===== src/rtl/fp32pk_pkg.sv =====
`timescale 1ns/1ps
package fp32pk_pkg;

    localparam int KEEP_W      = 24;
    localparam int SP_FRAC_W   = 23;
    localparam int SP_EXP_W    = 8;
    localparam int SP_BIAS     = 127;
    localparam int SP_EXP_TOP  = 255;

    typedef enum logic [1:0] {
        CLS_ZERO = 2'd0,
        CLS_NUM  = 2'd1,
        CLS_INF  = 2'd2,
        CLS_NAN  = 2'd3
    } fp_class_e;

    typedef enum logic [1:0] {
        RND_NEAR_EVEN = 2'd0,
        RND_TO_ZERO   = 2'd1,
        RND_DOWN      = 2'd2,
        RND_UP        = 2'd3
    } rnd_mode_e;

    typedef struct packed {
        logic [KEEP_W-1:0] kept;
        logic              guard;
        logic              rest;
    } align_t;

    typedef struct packed {
        logic                 sign;
        logic [SP_EXP_W-1:0]  expo;
        logic [SP_FRAC_W-1:0] frac;
    } sp_word_t;

    typedef struct packed {
        logic inexact;
        logic underflow;
        logic overflow;
        logic invalid;
    } sp_flags_t;

    function automatic logic round_up(rnd_mode_e mode, logic sign, logic lsb,
                                      logic guard, logic rest);
        logic lossy;
        lossy = guard | rest;
        unique case (mode)
            RND_NEAR_EVEN: return guard & (rest | lsb);
            RND_TO_ZERO:   return 1'b0;
            RND_DOWN:      return sign & lossy;
            RND_UP:        return ~sign & lossy;
            default:       return 1'b0;
        endcase
    endfunction

    function automatic logic overflow_to_inf(rnd_mode_e mode, logic sign);
        unique case (mode)
            RND_NEAR_EVEN: return 1'b1;
            RND_TO_ZERO:   return 1'b0;
            RND_DOWN:      return sign;
            RND_UP:        return ~sign;
            default:       return 1'b1;
        endcase
    endfunction

endpackage


===== src/rtl/fp32pk_align.sv =====
`timescale 1ns/1ps
module fp32pk_align
    import fp32pk_pkg::*;
#(
    parameter int EXP_W  = 10,
    parameter int MANT_W = 32
) (
    input  logic [EXP_W-1:0]        exp_in,
    input  logic [MANT_W-1:0]       mant_in,
    input  logic                    sticky_in,
    output align_t                  al,
    output logic                    tiny,
    output logic signed [EXP_W+1:0] biased
);
    localparam int BW      = EXP_W + 2;
    localparam int EXT_W   = 2 * MANT_W;
    localparam int SH_W    = $clog2(EXT_W);
    localparam int NORM_SH = MANT_W - KEEP_W;

    logic signed [BW-1:0] exp_sx;
    logic [EXT_W-1:0]     ext_w;
    logic [EXT_W-1:0]     shifted;
    logic [SH_W-1:0]      shamt;
    int                   sh_req;

    assign exp_sx = {{2{exp_in[EXP_W-1]}}, exp_in};
    assign biased = exp_sx + BW'(SP_BIAS);
    assign tiny   = (biased <= 0);

    // one shifter serves both paths; subnormals go one place further per
    // unit below biased exponent 1, saturating so all bits land in rest
    always_comb begin
        sh_req = tiny ? (NORM_SH + 1 - int'(biased)) : NORM_SH;
        if (sh_req > EXT_W - 1) sh_req = EXT_W - 1;
        shamt = SH_W'(sh_req);
    end

    assign ext_w   = {mant_in, {MANT_W{1'b0}}};
    assign shifted = ext_w >> shamt;

    always_comb begin
        al.kept  = KEEP_W'(shifted >> MANT_W);
        al.guard = shifted[MANT_W-1];
        al.rest  = (|shifted[MANT_W-2:0]) | sticky_in;
    end
endmodule


===== src/rtl/fp32pk_round.sv =====
`timescale 1ns/1ps
module fp32pk_round
    import fp32pk_pkg::*;
(
    input  align_t            al,
    input  rnd_mode_e         mode,
    input  logic              sign,
    output logic [KEEP_W:0]   rounded,
    output logic              inexact
);
    logic inc;

    assign inc     = round_up(mode, sign, al.kept[0], al.guard, al.rest);
    assign rounded = {1'b0, al.kept} + (KEEP_W+1)'(inc);
    assign inexact = al.guard | al.rest;
endmodule


===== src/rtl/fp32pk_assemble.sv =====
`timescale 1ns/1ps
module fp32pk_assemble
    import fp32pk_pkg::*;
#(
    parameter int BW = 12
) (
    input  fp_class_e              cls,
    input  logic                   sign,
    input  logic [SP_FRAC_W-1:0]   nan_frac,
    input  logic signed [BW-1:0]   biased,
    input  logic                   tiny,
    input  logic [KEEP_W:0]        rounded,
    input  logic                   inexact,
    input  rnd_mode_e              mode,
    output sp_word_t               word,
    output sp_flags_t              flags
);
    logic signed [BW-1:0] exp_fin;

    assign exp_fin = biased + BW'(rounded[KEEP_W]);

    always_comb begin
        word      = '0;
        flags     = '0;
        word.sign = sign;
        unique case (cls)
            CLS_ZERO: ;
            CLS_INF: word.expo = '1;
            CLS_NAN: begin
                word.expo = '1;
                word.frac = nan_frac;
            end
            default: begin
                flags.inexact = inexact;
                if (tiny) begin
                    flags.underflow = 1'b1;
                    if (rounded[KEEP_W-1]) begin
                        word.expo = SP_EXP_W'(1);
                    end else begin
                        word.frac = rounded[SP_FRAC_W-1:0];
                    end
                end else if (exp_fin >= SP_EXP_TOP) begin
                    flags.overflow = 1'b1;
                    flags.inexact  = 1'b1;
                    flags.invalid  = 1'b1;
                    if (overflow_to_inf(mode, sign)) begin
                        word.expo = '1;
                    end else begin
                        word.expo = SP_EXP_W'(SP_EXP_TOP - 1);
                        word.frac = '1;
                    end
                end else begin
                    word.expo = exp_fin[SP_EXP_W-1:0];
                    word.frac = rounded[KEEP_W] ? '0 : rounded[SP_FRAC_W-1:0];
                end
            end
        endcase
    end
endmodule


===== src/rtl/fp32_result_packer.sv =====
`timescale 1ns/1ps
module fp32_result_packer
    import fp32pk_pkg::*;
#(
    parameter int EXP_W  = 10,
    parameter int MANT_W = 32
) (
    input  logic              clk,
    input  logic              rst,
    input  logic              in_valid,
    input  logic [1:0]        in_class,
    input  logic              in_sign,
    input  logic [EXP_W-1:0]  in_exp,
    input  logic [MANT_W-1:0] in_mant,
    input  logic              in_sticky,
    input  logic [1:0]        in_rmode,
    output logic              out_valid,
    output logic [31:0]       out_word,
    output logic              out_inexact,
    output logic              out_underflow,
    output logic              out_overflow,
    output logic              out_invalid
);
    localparam int BW = EXP_W + 2;

    fp_class_e            cls;
    rnd_mode_e            mode;
    align_t               al;
    logic                 tiny;
    logic signed [BW-1:0] biased;
    logic [KEEP_W:0]      rounded;
    logic                 inexact;
    sp_word_t             word_d, word_q;
    sp_flags_t            flags_d, flags_q;
    logic                 valid_q;

    assign cls  = fp_class_e'(in_class);
    assign mode = rnd_mode_e'(in_rmode);

    fp32pk_align #(.EXP_W(EXP_W), .MANT_W(MANT_W)) u_align (
        .exp_in    (in_exp),
        .mant_in   (in_mant),
        .sticky_in (in_sticky),
        .al        (al),
        .tiny      (tiny),
        .biased    (biased)
    );

    fp32pk_round u_round (
        .al      (al),
        .mode    (mode),
        .sign    (in_sign),
        .rounded (rounded),
        .inexact (inexact)
    );

    fp32pk_assemble #(.BW(BW)) u_assemble (
        .cls      (cls),
        .sign     (in_sign),
        .nan_frac (in_mant[MANT_W-2 -: SP_FRAC_W]),
        .biased   (biased),
        .tiny     (tiny),
        .rounded  (rounded),
        .inexact  (inexact),
        .mode     (mode),
        .word     (word_d),
        .flags    (flags_d)
    );

    always_ff @(posedge clk) begin
        if (rst) begin
            valid_q <= 1'b0;
            word_q  <= '0;
            flags_q <= '0;
        end else begin
            valid_q <= in_valid;
            if (in_valid) begin
                word_q  <= word_d;
                flags_q <= flags_d;
            end
        end
    end

    assign out_valid     = valid_q;
    assign out_word      = word_q;
    assign out_inexact   = flags_q.inexact;
    assign out_underflow = flags_q.underflow;
    assign out_overflow  = flags_q.overflow;
    assign out_invalid   = flags_q.invalid;


    a_r1_reset_clears: assert property (@(posedge clk)
        rst |=> (!out_valid && out_word == 32'd0 && !out_inexact &&
                 !out_underflow && !out_overflow && !out_invalid));


    a_r2_valid_follows: assert property (@(posedge clk) disable iff (rst)
        in_valid |=> out_valid);
    a_r2_hold_when_idle: assert property (@(posedge clk) disable iff (rst)
        !in_valid |=> (!out_valid && $stable(out_word) && $stable(out_overflow)));


    a_r3_zero_sign_only: assert property (@(posedge clk) disable iff (rst)
        (in_valid && in_class == 2'd0) |=>
            (out_word[30:0] == 31'd0 && !out_inexact && !out_overflow && !out_underflow));


    a_r5_nan_payload: assert property (@(posedge clk) disable iff (rst)
        (in_valid && in_class == 2'd3) |=>
            (out_word[30:23] == 8'hFF && out_word[22:0] == $past(in_mant[MANT_W-2 -: 23])));


    a_r8_tiny_low_exp: assert property (@(posedge clk) disable iff (rst)
        out_underflow |-> (out_word[30:24] == 7'd0 && !out_overflow));


    a_r10_ovf_flag_set: assert property (@(posedge clk) disable iff (rst)
        out_overflow |-> (out_inexact && out_invalid));


    a_r11_ovf_value: assert property (@(posedge clk) disable iff (rst)
        out_overflow |-> ((out_word[30:23] == 8'hFF && out_word[22:0] == 23'd0) ||
                          (out_word[30:23] == 8'hFE && &out_word[22:0])));
endmodule


===== config.mk =====
export PLATFORM = sky130hd
export DESIGN_NAME = fp32_result_packer
export DESIGN_NICKNAME = d
export VERILOG_FILES = /design/src/rtl/fp32pk_pkg.sv /design/src/rtl/fp32pk_align.sv /design/src/rtl/fp32pk_round.sv /design/src/rtl/fp32pk_assemble.sv /design/src/rtl/fp32_result_packer.sv
export SDC_FILE = /design/constraint.sdc
export NUM_CORES = 1
export LEC_CHECK = 0
export BUFFER_PORTS_ARGS = -buffer_cell sky130_fd_sc_hd__buf_2
export CAP_MARGIN = 30
export CORE_MARGIN = 5
export CORE_UTILIZATION = 30
export DETAILED_ROUTE_END_ITERATION = 8
export GPL_ROUTABILITY_DRIVEN = 0
export SKIP_LAST_GASP = 1
export SLEW_MARGIN = 20
export SYNTH_ARGS = -nofsm -noshare
export SYNTH_HDL_FRONTEND = slang
export SYNTH_SLANG_ARGS = --single-unit

===== constraint.sdc =====
create_clock -name clk -period 18.1 [get_ports clk]
set_input_delay 2.715 -clock clk [delete_from_list [all_inputs] [get_ports clk]]
set_output_delay 2.715 -clock clk [all_outputs]
set_load 0.05 [all_outputs]

==> results.cfg <==
[drt]
drtIter0Drc = 2179
dr_wl_met2_um = 13800
vias = 9453
top_layer = met4
post_drt_wl_per_cell_um = 24.4
wl_met1_um = 13500
drcViolationCount = 0
final_antenna_net_count = 0
drt_first_pass_iters = 6
vias_per_cell = 6.77
totalWireLength_um = 34100
wl_met3_um = 4830

[sta]
fin_crit_ns = 13.49
fmax_mhz = 74.1
setup-tns-final_ns = 0
fin_crit_sh_pct = 74.6
finalSetupViolations = 0
finClkSkew_ns = 0
worst_slew_pin_slew_ns = 1.05
rsz0062_at_grt = false
finalHoldViolations = 0
relSlewSlack_pct = 29.9
final_max_slew_viol_count = 0
holdWs_ns = 0.475

[clock_tree]
post_cts_buffers = 0
numCtsBuffers = 5
clockBufferDepth = 2
htreeDepth = 2
cts_tree = yes
clk_pin_slew_ns = 0.05
clock_latency_ns = 0.28
ctsResizeCount = 0
cts_hold_buf = 0
cts.sinks = 36
root_buffer = clkbuf_16

[min_path]
min_path_type = reg -> reg

[synthesis]
synth_nets = 1117
synth_seq_cells = 36
synth-async-reset-ratio_pct = 0
ys_types = 103
synth_area_um2 = 7230
synth_seq_area_share_pct = 9.97
synth-main-ff-cell = dfxtp_1
synth_area_per_cell_um2 = 6.84
synth_top_cell_area_share_pct = 9.97
synth_enable_flop_cells = 0
synth_area_leader_cell = dfxtp_1
synth_area_leaders = dfxtp_1 (10%), nor2_1 (7.9%), a21oi_1 (5.4%), o21ai_0 (4.5%), nand2_1 (3.8%)
yosysWarnings = 0
syn_inst = 1058

[cells_and_area]
syn2layout_area_growth_pct = 9.55
multi_input_area_um2 = 6040
mostFrequentLayoutCell = nor2_1
drive_gt1_share_pct = 17.7
seq_area_um2 = 721
mostFrequentLayoutCells = nor2_1 (153), buf_2 (87), a21oi_1 (78)
final_net_count = 1135
antenna_cells = 0
fill_cells = 2560
final_util_pct = 33.6

[worst_setup_path]
slowest_delay_ns = 0.79
cp_common_cell = ha_1
cpMaxStageDelayCell = o41ai_1
setup.worst_path.start_class = input port
path_buf_inv = 6
cp.required_ns = 18.31
worst-r2r-setup-slack_ns = 17.11
criticalPathCategory = in -> reg
crit_path_end_kind = flop
critPathMaxFanout = 36
cp_top_family = compound AO/OA/AOI/OAI gates
arrival_ns = 13.71

[pwr]
p_leak_nw = 2.77
peakVddDrop_v = 0.0000366
p_per_area_nw_per_um2 = 52.6

[global_routing]
grt_max_degree = 53
grt_pass1_vias = 8376
grt_pass1_wl_um = 51200
grt_use_total_pct = 23.8
overflow = 0
antenna_found_initial = 0

[floorplan]
core_um2 = 23600
die_x_um = 165
die_h_um = 165
die_area_um2 = 27300
num_io_pins = 88
start_util_pct = 30.6
fp-row-count = 56

[place]
dpl.hpwl_um = 25300
port_buffers = 87

[job]
cap_violations = 0

[run_status]
status = complete, no violations
## synthesized netlist by cell type, types with 6 or more instances
cell type	number
o22a_1	6
or2_2	8
buf_4	8
nor3_2	6
nor3b_1	7
a21oi_1	78
o32ai_1	9
a21oi_2	6
mux2i_1	16
nand4_1	8
o21ai_0	65
a21o_1	9
and2_1	7
nor3_1	40
buf_1	10
inv_1	15
a211o_1	10
buf_2	22
dfxtp_1	36
or3_1	20
o221ai_1	19
clkbuf_1	51
o21a_1	6
nand2_1	74
o22ai_1	26
xnor2_1	25
nor4_1	9
o221a_2	8
o211ai_1	15
mux2_2	7
ha_1	8
nand3_1	21
and3_1	10
xor2_1	10
a31oi_1	25
o2111ai_1	8
o21ai_1	13
o31ai_1	17
nor2_1	153
a211oi_1	30
nand2b_1	10
## stage by stage
stage	cell area, um2	cells	worst slack, ns	power, mW
4_1_cts	7920	1395	4.92	0.407
3_3_place_gp	7760	1386	4.95	0.320
5_1_grt	7920	1396	3.97	0.433
2_1_floorplan	7230	1058	6.66	0.252
3_5_place_dp	7770	1387	4.65	0.320
6_report	7920	1396	4.61	0.416
## report_power, final
| part | total (mW) | switching [mW] | internal, mW | leakage (nW) |
|---|---|---|---|---|
| logic | 0.242 | 0.172 | 0.0703 | 2.40 |
| registers | 0.0875 | 0.00278 | 0.0847 | 0.297 |
| clock network | 0.0869 | 0.0320 | 0.0549 | 0.0712 |
## kinds of logic (layout without fill, tap and decap cells)
group	after synthesis	in the layout	share of synthesized area, %
adder cells (fa/ha/maj)	8	8	1.38
flip-flops	36	36	9.97
buffers and inverters	108	127	6.61
AND/OR/NAND/NOR	418	418	29.9
multiplexers	25	25	3.93
XOR/XNOR	35	35	4.24
AO/OA/AOI/OAI	428	428	44.0
## state kept, by name, summed over array words and instances, names as in the netlist
signal / count
out_overflow: 1
out_inexact: 1
out_word: 32
out_underflow: 1
out_valid: 1
## cell type report
cell class	count	area share, %
inverters	15	0.711
clock buffers	8	1.85
multi-input cells	914	76.2
well taps	319	5.04
flip-flops and latches	36	9.10
repair buffers	104	7.08
## worst reg2reg max path, delay by kind of cell (launching register included)
family           cells  cell delay, ns
AO/OA/AOI/OAI        1            0.18
flip-flops           1            0.34
AND/OR/NAND/NOR      2            0.38
## path summary, 6_finish.rpt
kind / start / endpoint / cells after the start
worst max-delay path: in_exp[0] / out_word[8] / 44
worst min-delay path: out_word[4] / out_word[4] / 2
worst max register to register: out_word[21] / out_word[21] / 3
worst min register to register: out_word[4] / out_word[4] / 2
## per-layer routing
layer,vias up,GRT usage (%)
met3,191,5.26
met5,-,0
met1,4323,33.6
met2,807,34.3
met4,0,10.8
li1,4132,-
Note: power is estimated with default switching activity, not from simulation.
